## src/rtl/rms_evq_pkg.sv

```systemverilog
package rms_evq_pkg;
  localparam int unsigned RMS_W_DEF = 16;
  localparam int unsigned FLD_W_DEF = 6;

  typedef enum logic {
    CMP_ABOVE = 1'b0,
    CMP_BELOW = 1'b1
  } cmp_dir_e;
endpackage

```

## src/rtl/rms_evq_cmp.sv

```systemverilog
module rms_evq_cmp
  import rms_evq_pkg::*;
#(
  parameter int unsigned RMS_W = RMS_W_DEF,
  parameter int unsigned FLD_W = FLD_W_DEF,
  parameter cmp_dir_e    DIR   = CMP_ABOVE
) (
  input  logic [RMS_W-1:0] rms_i,
  input  logic [FLD_W-1:0] th_i,
  output logic             hit_o
);
  localparam int unsigned SHIFT = RMS_W - FLD_W;

  logic [RMS_W-1:0] level;
  assign level = {th_i, {SHIFT{1'b0}}};

  // strict compare in both directions
  if (DIR == CMP_ABOVE) begin : g_above
    assign hit_o = rms_i > level;
  end else begin : g_below
    assign hit_o = rms_i < level;
  end
endmodule

```

## src/rtl/rms_evq_cfg_mon.sv

```systemverilog
module rms_evq_cfg_mon #(
  parameter int unsigned W = 18
) (
  input  logic         clk_i,
  input  logic         rst_ni,
  input  logic [W-1:0] cfg_i,
  output logic         chg_o
);
  logic [W-1:0] cfg_q;

  always_ff @(posedge clk_i or negedge rst_ni) begin
    if (!rst_ni) cfg_q <= '0;
    else         cfg_q <= cfg_i;
  end

  assign chg_o = cfg_i != cfg_q;
endmodule

```

## src/rtl/rms_evq_qual.sv

```systemverilog
module rms_evq_qual
  import rms_evq_pkg::*;
#(
  parameter int unsigned FLD_W = FLD_W_DEF
) (
  input  logic             clk_i,
  input  logic             rst_ni,
  input  logic             vld_i,
  input  logic             hit_i,
  input  logic             clr_i,
  input  logic [FLD_W-1:0] need_i,
  output logic             flag_o
);
  localparam int unsigned CNT_W = FLD_W + 1;

  logic [CNT_W-1:0] cnt_q, cnt_d, need_full, cnt_inc;
  logic             flag_q, flag_d;

  assign need_full = {1'b0, need_i} + CNT_W'(1);
  // saturate at the required run length
  assign cnt_inc   = (cnt_q >= need_full) ? need_full : cnt_q + CNT_W'(1);

  always_comb begin
    cnt_d  = cnt_q;
    flag_d = flag_q;
    if (clr_i) begin
      cnt_d  = '0;
      flag_d = 1'b0;
    end else if (vld_i) begin
      if (hit_i) begin
        cnt_d  = cnt_inc;
        flag_d = cnt_inc == need_full;
      end else begin
        cnt_d  = '0;
        flag_d = 1'b0;
      end
    end
  end

  always_ff @(posedge clk_i or negedge rst_ni) begin
    if (!rst_ni) begin
      cnt_q  <= '0;
      flag_q <= 1'b0;
    end else begin
      cnt_q  <= cnt_d;
      flag_q <= flag_d;
    end
  end

  assign flag_o = flag_q;

  assert_cnt_bound_R6: assert property (@(posedge clk_i) disable iff (!rst_ni)
    !clr_i |-> cnt_q <= need_full);

  assert_hold_no_vld_R4: assert property (@(posedge clk_i) disable iff (!rst_ni)
    (!vld_i && !clr_i) |=> ($stable(flag_o) && $stable(cnt_q)));

  assert_drop_on_miss_R5: assert property (@(posedge clk_i) disable iff (!rst_ni)
    (vld_i && !hit_i && !clr_i) |=> (!flag_o && cnt_q == '0));

  assert_clear_on_cfg_R8: assert property (@(posedge clk_i) disable iff (!rst_ni)
    clr_i |=> (!flag_o && cnt_q == '0));

  assert_rise_needs_hit_R3: assert property (@(posedge clk_i) disable iff (!rst_ni)
    $rose(flag_o) |-> $past(vld_i && hit_i && !clr_i));
endmodule

```

## src/rtl/rms_event_qual.sv

```systemverilog
module rms_event_qual
  import rms_evq_pkg::*;
#(
  parameter int unsigned RMS_W = RMS_W_DEF,
  parameter int unsigned FLD_W = FLD_W_DEF
) (
  input  logic             clk_i,
  input  logic             rst_ni,
  input  logic [RMS_W-1:0] rms_i,
  input  logic             rms_vld_i,
  input  logic [FLD_W-1:0] ov_th_i,
  input  logic [FLD_W-1:0] uv_th_i,
  input  logic [FLD_W-1:0] qual_cnt_i,
  output logic             ov_flag_o,
  output logic             uv_flag_o
);
  localparam int unsigned CFG_W = 3 * FLD_W;
  localparam int unsigned N_CH  = 2;  // 0: overvoltage, 1: undervoltage

  logic            cfg_chg;
  logic [N_CH-1:0] hit, flag;

  rms_evq_cfg_mon #(.W(CFG_W)) u_cfg_mon (
    .clk_i  (clk_i),
    .rst_ni (rst_ni),
    .cfg_i  ({ov_th_i, uv_th_i, qual_cnt_i}),
    .chg_o  (cfg_chg)
  );

  rms_evq_cmp #(.RMS_W(RMS_W), .FLD_W(FLD_W), .DIR(CMP_ABOVE)) u_cmp_ov (
    .rms_i (rms_i),
    .th_i  (ov_th_i),
    .hit_o (hit[0])
  );

  rms_evq_cmp #(.RMS_W(RMS_W), .FLD_W(FLD_W), .DIR(CMP_BELOW)) u_cmp_uv (
    .rms_i (rms_i),
    .th_i  (uv_th_i),
    .hit_o (hit[1])
  );

  for (genvar g = 0; g < N_CH; g++) begin : g_ch
    rms_evq_qual #(.FLD_W(FLD_W)) u_qual (
      .clk_i  (clk_i),
      .rst_ni (rst_ni),
      .vld_i  (rms_vld_i),
      .hit_i  (hit[g]),
      .clr_i  (cfg_chg),
      .need_i (qual_cnt_i),
      .flag_o (flag[g])
    );
  end

  assign ov_flag_o = flag[0];
  assign uv_flag_o = flag[1];

  always @(posedge clk_i) begin
    if (!rst_ni) begin
      assert_reset_clear_R9: assert (!ov_flag_o && !uv_flag_o);
    end
  end

  assert_ov_rise_R1: assert property (@(posedge clk_i) disable iff (!rst_ni)
    $rose(ov_flag_o) |-> $past(rms_vld_i && rms_i > {ov_th_i, {(RMS_W-FLD_W){1'b0}}}));

  assert_uv_rise_R2: assert property (@(posedge clk_i) disable iff (!rst_ni)
    $rose(uv_flag_o) |-> $past(rms_vld_i && rms_i < {uv_th_i, {(RMS_W-FLD_W){1'b0}}}));
endmodule

```

## config.mk

```make
export PLATFORM = sky130hd
export DESIGN_NAME = rms_event_qual
export DESIGN_NICKNAME = d
export VERILOG_FILES = /design/src/rtl/rms_evq_pkg.sv /design/src/rtl/rms_evq_cmp.sv /design/src/rtl/rms_evq_cfg_mon.sv /design/src/rtl/rms_evq_qual.sv /design/src/rtl/rms_event_qual.sv
export SDC_FILE = /design/constraint.sdc
export NUM_CORES = 1
export LEC_CHECK = 0
export ABC_CLOCK_PERIOD_IN_PS = 2620
export BUFFER_PORTS_ARGS = -buffer_cell sky130_fd_sc_hd__buf_2
export CAP_MARGIN = 0
export CORE_UTILIZATION = 55
export CTS_CLUSTER_SIZE = 28
export DETAILED_ROUTE_END_ITERATION = 12
export GPL_ROUTABILITY_DRIVEN = 0
export PLACE_DENSITY = 0.77
export SLEW_MARGIN = 5
export SYNTH_ARGS = -nofsm -noshare
export SYNTH_HDL_FRONTEND = slang
export SYNTH_HIERARCHICAL = 1
export SYNTH_SLANG_ARGS = --single-unit
```

## constraint.sdc

```tcl
create_clock -name clk_i -period 2.62 [get_ports clk_i]
set_input_delay 0.131 -clock clk_i [delete_from_list [all_inputs] [get_ports clk_i]]
set_output_delay 0.131 -clock clk_i [all_outputs]
set_load 0.02 [all_outputs]
```

==> out/results.ini, run 1 <==
[power_and_ir_drop]
vdd_drop_max_uv=327.4
combPwrFrac_pct=16.8
p_leak_nw=1.535
p_switching_mw=0.3368
seqPwrFrac_pct=39.9
p_sw_share_pct=24.65
power_density_nw_per_um2=436.5
pwr-share-clk_pct=43.3
intPower_mw=1.030
fin_total_pwr_mw=1.366

[timing]
worst_slack_ns=0.2208
relSlewSlack_pct=49.63
whs_ns=0.05167
worst-slew-pin-transition_ns=0.7556
tns_ns=0
drv_slew=0
fin_crit_ns=2.399
fmax_mhz=416.8
finClkSkew_ns=0.01346
finalCritPeriodShare_pct=91.57
hold_violations=0
setup_violations=0
rsz0062_at_grt=no

[yosys]
syn-cell-area_um2=2587
avgSynthCellArea_um2=9.914
ys_types=36
synth_edf_count=0
synth_top_flop_cell=dfrtp_1
synthArstFlopShare_pct=100.0
syn_inst=261
ys_seq_elements=34
synth_fp_nets=327
synth_warnings=6
ys_seq_area_share_pct=32.88

[grt]
grt_pass1_wl_mm=10.28
grt_max_degree=35
first_global_vias=2246
track_usage_pct=26.54
grt_overflow=0
grt_antenna_before_repair=0

[worst_setup_path]
arrival_ns=2.59
r2r_cells=7
cp_data_required_time_ns=2.81
r2r_end=g_ch[0].u_qual/flag_o
path_max_fanout=3
worstSetupPathType=input port to flip-flop
reg2reg_slack_ns=0.37
end_kind=flip-flop
r2r-start=u_cfg_mon/cfg_q[1]
crit_path_start_kind=input port

[drt]
ant_nets=0
drt_iter0_drc=174
drc=2
wire_per_inst_um=15.61
wirelength_mm=5.852
dr_total_vias=2119
dr.pass1.iters=8
drt-vias-per-instance=5.651

[flow_run]
maxCapViolCount=0

[floorplanning]
core_area_um2=4444
pin_count=39
dieArea_um2=4983
die_h_um=70.59
row_count=24
fp.dieW_um=70.59
start_util_pct=58.22

[placed_design]
portBuffers=38
placed_cells=354
pre_cts_slack_ns=0.2259
place_area_um2=2863
dp_hpwl_mm=4.409

[clocking]
cts_max_level=2
numCtsBuffers=5
clock_sinks=34
cts_root_buf=clkbuf_8
cts_tree=built
clock_path_buffers=2
cts_setup_buffers=0
clkLatencyLatePin_ns=0.29
path_clk_slew_ns=0.08

[min_path]
hold_class=input port to flip-flop
min-delay-start=qual_cnt_i[1]
min_to=u_cfg_mon/cfg_q[1]
hold_path_depth=1

[status]
status=finished with violations
failed_checks=DRC

[layout]
diodes=0
layoutNonFillerInstCount=375
fin_util_pct=70.44
drive_gt1_share_pct=20.43
design_area_um2=3131
fill_cells=315
area_growth_pct=20.99
nNetsFinal=388

==> layer usage <==
layer	vias to the layer above	wire length (µm)	global-route usage, %
met1	1025	2600	33.64
met2	42	2880	44.98
li1	1040	-	-
met5	-	0	0
met3	12	242	4.558
met4	0	128	11.56
==> placed cells by master, fill, tap and decap left out, types with 3 or more instances in the layout <==
cell type | Yosys | final
mux2i_1 | 10 | 10
xor2_1 | 22 | 22
nor3_1 | 3 | 3
a21oi_2 | 3 | 3
a21oi_1 | 10 | 10
o32ai_1 | 4 | 4
clkbuf_8 | 0 | 5
nor2_1 | 12 | 12
a22o_1 | 8 | 8
buf_2 | 2 | 38
inv_1 | 24 | 24
nand2_1 | 11 | 11
and3_1 | 4 | 4
nand3_1 | 15 | 15
dlygate4sd3_1 | 0 | 13
nand4_1 | 6 | 6
buf_4 | 0 | 7
o21ai_0 | 4 | 4
dfrtp_1 | 34 | 34
ha_1 | 29 | 29
nor4_2 | 3 | 3
xnor2_1 | 28 | 28
==> flip-flops by register name (all words and copies together) (netlist names) <==
register            flops
u_cfg_mon/cfg_q        18
g_ch.u_qual/cnt_q      14
g_ch.u_qual/flag_o      2
==> synthesized netlist by cell type (all sizes together) (3+ instances only) <==
cell type / n / share of area, %
buf: 4 / 1.3
a21oi: 13 / 2.9
mux2i: 10 / 3.9
nand3: 15 / 2.9
a21boi: 3 / 0.87
nand4: 6 / 1.5
nand2: 11 / 1.6
ha: 29 / 14
inv: 24 / 3.5
o21ai: 4 / 0.77
a22o: 8 / 2.7
nor2: 12 / 1.7
nor3: 3 / 0.58
o32ai: 4 / 1.4
and3: 4 / 0.97
nand2b: 4 / 1.5
xnor2: 28 / 9.5
xor2: 22 / 7.4
dfrtp: 34 / 33
nor4: 4 / 1.7
==> repair_timing <==
item	in CTS	in global routing
gates resized for setup	0	0
hold endpoints to repair	46	0
hold buffers	13	0
==> how the worst max path moves through the flow <==
stage | start | end | slack [ns] | cells after the start
after floorplan | u_cfg_mon/cfg_q[1] | g_ch[0].u_qual/flag_o | 0.62 | 8
after global placement | qual_cnt_i[0] | g_ch[1].u_qual/cnt_q[1] | 0.28 | 11
after detailed placement | qual_cnt_i[0] | g_ch[1].u_qual/cnt_q[4] | 0.23 | 11
after CTS | ov_th_i[4] | g_ch[0].u_qual/flag_o | 0.22 | 12
after global routing | ov_th_i[4] | g_ch[0].u_qual/flag_o | 0.05 | 12
final | ov_th_i[4] | g_ch[0].u_qual/flag_o | 0.22 | 12
==> critical path: stages <==
cell	delay [ns]
dlygate4sd3_1	0.51
buf_2	0.13
inv_1	0.06
ha_1	0.33
nand4_1	0.16
a21oi_1	0.15
o31a_1	0.13
nand2_1	0.07
or2_1	0.25
nor4_2	0.32
nand3_1	0.11
o31ai_1	0.26
==> logic make-up after synthesis <==
| family | count (synthesis) | synth area share [%] |
|---|---|---|
| flip-flops | 34 | 32.88 |
| buffers and inverters | 28 | 4.739 |
| AO/OA/AOI/OAI | 44 | 12.43 |
| XOR/XNOR | 50 | 16.92 |
| adder cells (fa/ha/maj) | 29 | 14.02 |
| multiplexers | 10 | 3.869 |
| AND/OR/NAND/NOR | 66 | 15.14 |
==> power by group through the flow <==
stage | Clock, mW | Sequential, mW | Combinational [mW]
5_1_grt | 0.631 | 0.546 | 0.258
2_1_floorplan | 0 | 0.554 | 0.125
4_1_cts | 0.603 | 0.545 | 0.229
3_5_place_dp | 0 | 0.555 | 0.213
6_report | 0.592 | 0.545 | 0.230
3_3_place_gp | 0 | 0.554 | 0.206
==> final cells by class <==
type,count,area [µm²],area share [%]
Clock buffer,5,68.82,2.198
Clock inverter,3,68.82,2.198
Inverter,24,90.09,2.878
Multi-Input combinational cell,199,1614,51.56
Sequential cell,34,850.8,27.18
Tap cell,52,65.06,2.078
Timing Repair Buffer,58,372.9,11.91
Note: power is estimated with default switching activity, not from simulation.
==> run 2: changes to the inputs <==
- MAX_ROUTING_LAYER: default -> met4
==> run 2 against run 1 <==
Compared with the run above: the run still ends with DRC left; fmax down 0.16%; power barely moved; register-to-register slack better by 0.02 ns; worst hold slack better by 0.0028 ns; combinational power hardly changed.
==> out/results.ini, run 2 (synthesis results as in run 1) <==
[clocking]
clkLatencyLatePin_ns=0.29  ; about the same
cts_resized=0  ; unchanged
path_clk_slew_ns=0.08  ; about the same
cts_root_buf=clkbuf_8  ; unchanged
cts_max_level=2  ; unchanged
clock_path_buffers=2  ; unchanged
clock_sinks=34  ; unchanged
cts_tree=built  ; unchanged
numCtsBuffers=5  ; unchanged

[grt]
grt_overflow=0  ; unchanged
grt_pass1_wl_mm=10.29  ; was 10.28 mm
grt_max_degree=35  ; unchanged
grt_antenna_before_repair=0  ; unchanged
track_usage_pct=27.43  ; was 26.54%
first_global_vias=2243  ; was 2246

[drt]
dr.pass1.iters=8  ; unchanged
drt_iter0_drc=166  ; was 174
wire_per_inst_um=15.61  ; unchanged
ant_nets=0  ; unchanged
wirelength_mm=5.852  ; unchanged
dr_total_vias=2137  ; was 2119
drc=2  ; unchanged
drt-vias-per-instance=5.699  ; was 5.651

[timing]
fin_crit_ns=2.403  ; was 2.399 ns
drv_slew=0  ; unchanged
setup_violations=0  ; unchanged
tns_ns=0  ; unchanged
fmax_mhz=416.2  ; was 416.8 MHz
relSlewSlack_pct=48.30  ; was 49.63%
worst-slew-pin-transition_ns=0.7755  ; was 0.7556 ns
hold_violations=0  ; unchanged
finClkSkew_ns=0.01240  ; was 0.01346 ns
finalCritPeriodShare_pct=91.72  ; was 91.57%
rsz0062_at_grt=no  ; unchanged

[worst_setup_path]
end_kind=flip-flop  ; unchanged
cp_cell_sequence=dlygate4sd3_1 > buf_2 > inv_1 > ha_1 > nand4_1 > a21oi_1 > o31a_1 > nand2_1 > or2_1 > nor4_2 > nand3_1 > o31ai_1  ; unchanged
r2r_cells=7  ; unchanged
crit_path_start_kind=input port  ; unchanged
path_max_fanout=3  ; unchanged
r2r-start=u_cfg_mon/cfg_q[1]  ; unchanged
worstSetupPathType=input port to flip-flop  ; unchanged
cp_data_required_time_ns=2.81  ; about the same
r2r_end=g_ch[0].u_qual/flag_o  ; unchanged
reg2reg_slack_ns=0.39  ; was 0.37 ns
arrival_ns=2.59  ; about the same
slowest_stage=dlygate4sd3_1  ; unchanged
critPathMaxStageDelay_ns=0.51  ; about the same

[power_and_ir_drop]
power_density_nw_per_um2=436.4  ; was 436.5 nW/µm²
fin_total_pwr_mw=1.366  ; about the same
vdd_drop_max_uv=328.4  ; was 327.4 µV
p_leak_nw=1.535  ; unchanged

[floorplanning]
dieArea_um2=4983  ; unchanged
start_util_pct=58.22  ; unchanged
die_h_um=70.59  ; unchanged
row_count=24  ; unchanged
fp.dieW_um=70.59  ; unchanged
core_area_um2=4444  ; unchanged
pin_count=39  ; unchanged

[layout]
fin_util_pct=70.44  ; unchanged
mostFrequentLayoutCells=buf_2 (38), dfrtp_1 (34), ha_1 (29)  ; unchanged
diodes=0  ; unchanged
area_growth_pct=20.99  ; unchanged
fill_cells=315  ; unchanged
largest_reg_flops=18  ; unchanged
nNetsFinal=388  ; unchanged
final_common_cell=buf_2  ; unchanged
drive_gt1_share_pct=20.43  ; unchanged
regMostFlops=u_cfg_mon/cfg_q  ; unchanged

[placed_design]
portBuffers=38  ; unchanged
dp_hpwl_mm=4.409  ; unchanged

[flow_run]
maxCapViolCount=0  ; unchanged

[status]
failed_checks=DRC  ; unchanged
status=finished with violations  ; unchanged

[min_path]
hold_class=input port to flip-flop  ; unchanged
min_to=u_cfg_mon/cfg_q[1]  ; unchanged
hold_path_depth=1  ; unchanged
min-delay-start=qual_cnt_i[1]  ; unchanged

[run 2: cell counts in the layout (fill, tap and decap cells not counted)]
Identical to the previous run, type by type.
[run 2: repair_timing]
action | 4_1_cts | 5_1_grt
setup endpoints to repair | 0 | 0
hold buffers | 13 | 0
hold endpoints to repair | 46 | 0
setup buffers | 0 | 0
[run 2: area by class of cell]
class | count | area, µm² | share of cell area (%)
well taps | 52 | 65.06 | 2.078
flip-flops and latches | 34 | 850.8 | 27.18
multi-input cells | 199 | 1614 | 51.56
repair buffers | 58 | 372.9 | 11.91
clock buffers | 5 | 68.82 | 2.198
inverters | 24 | 90.09 | 2.878
clock inverters | 3 | 68.82 | 2.198
[run 2: worst max-delay path by stage]
stage               slack, ns                 endpoint  depth (start not counted)                from
floorplan                0.62    g_ch[0].u_qual/flag_o                          8  u_cfg_mon/cfg_q[1]
global placement         0.28  g_ch[1].u_qual/cnt_q[1]                         11       qual_cnt_i[0]
detailed placement       0.23  g_ch[1].u_qual/cnt_q[4]                         11       qual_cnt_i[0]
CTS                      0.22    g_ch[0].u_qual/flag_o                         12          ov_th_i[4]
global route             0.05    g_ch[0].u_qual/flag_o                         12          ov_th_i[4]
finish                   0.22    g_ch[0].u_qual/flag_o                         12          ov_th_i[4]
[run 2: worst max-delay path: cells and delay by family]
kind,cells,cell delay (ns)
adder cells (fa/ha/maj),1,0.33
AND/OR/NAND/NOR,5,0.91
buffers and inverters,3,0.70
AO/OA/AOI/OAI,3,0.54
[run 2: per-layer routing]
metal  wire length (µm)  global-route usage (%)  vias up
met2               2856                   44.88       52
li1                   -                       -     1041
met1               2557                   33.92     1034
met3                324                   4.558       10
met5                  0                       -        -
met4                114                   11.56        0
[run 2: power by group]
group	switching [mW]	internal (mW)
combinational	0.120	0.110
sequential	0.00646	0.539
clock	0.210	0.381
total	0.337	1.03
[run 2: stage by stage]
step	hold slack (ns)	area [µm²]	instances	setup slack [ns]
final	0.05448	3131	375	0.2170
after global routing	0.04443	3131	375	0.05115
after CTS	0.04064	3131	375	0.2178
after detailed placement	0.2454	2863	354	0.2259
after global placement	0.2355	2863	354	0.2765
after floorplan	-0.1646	2587	261	0.6188
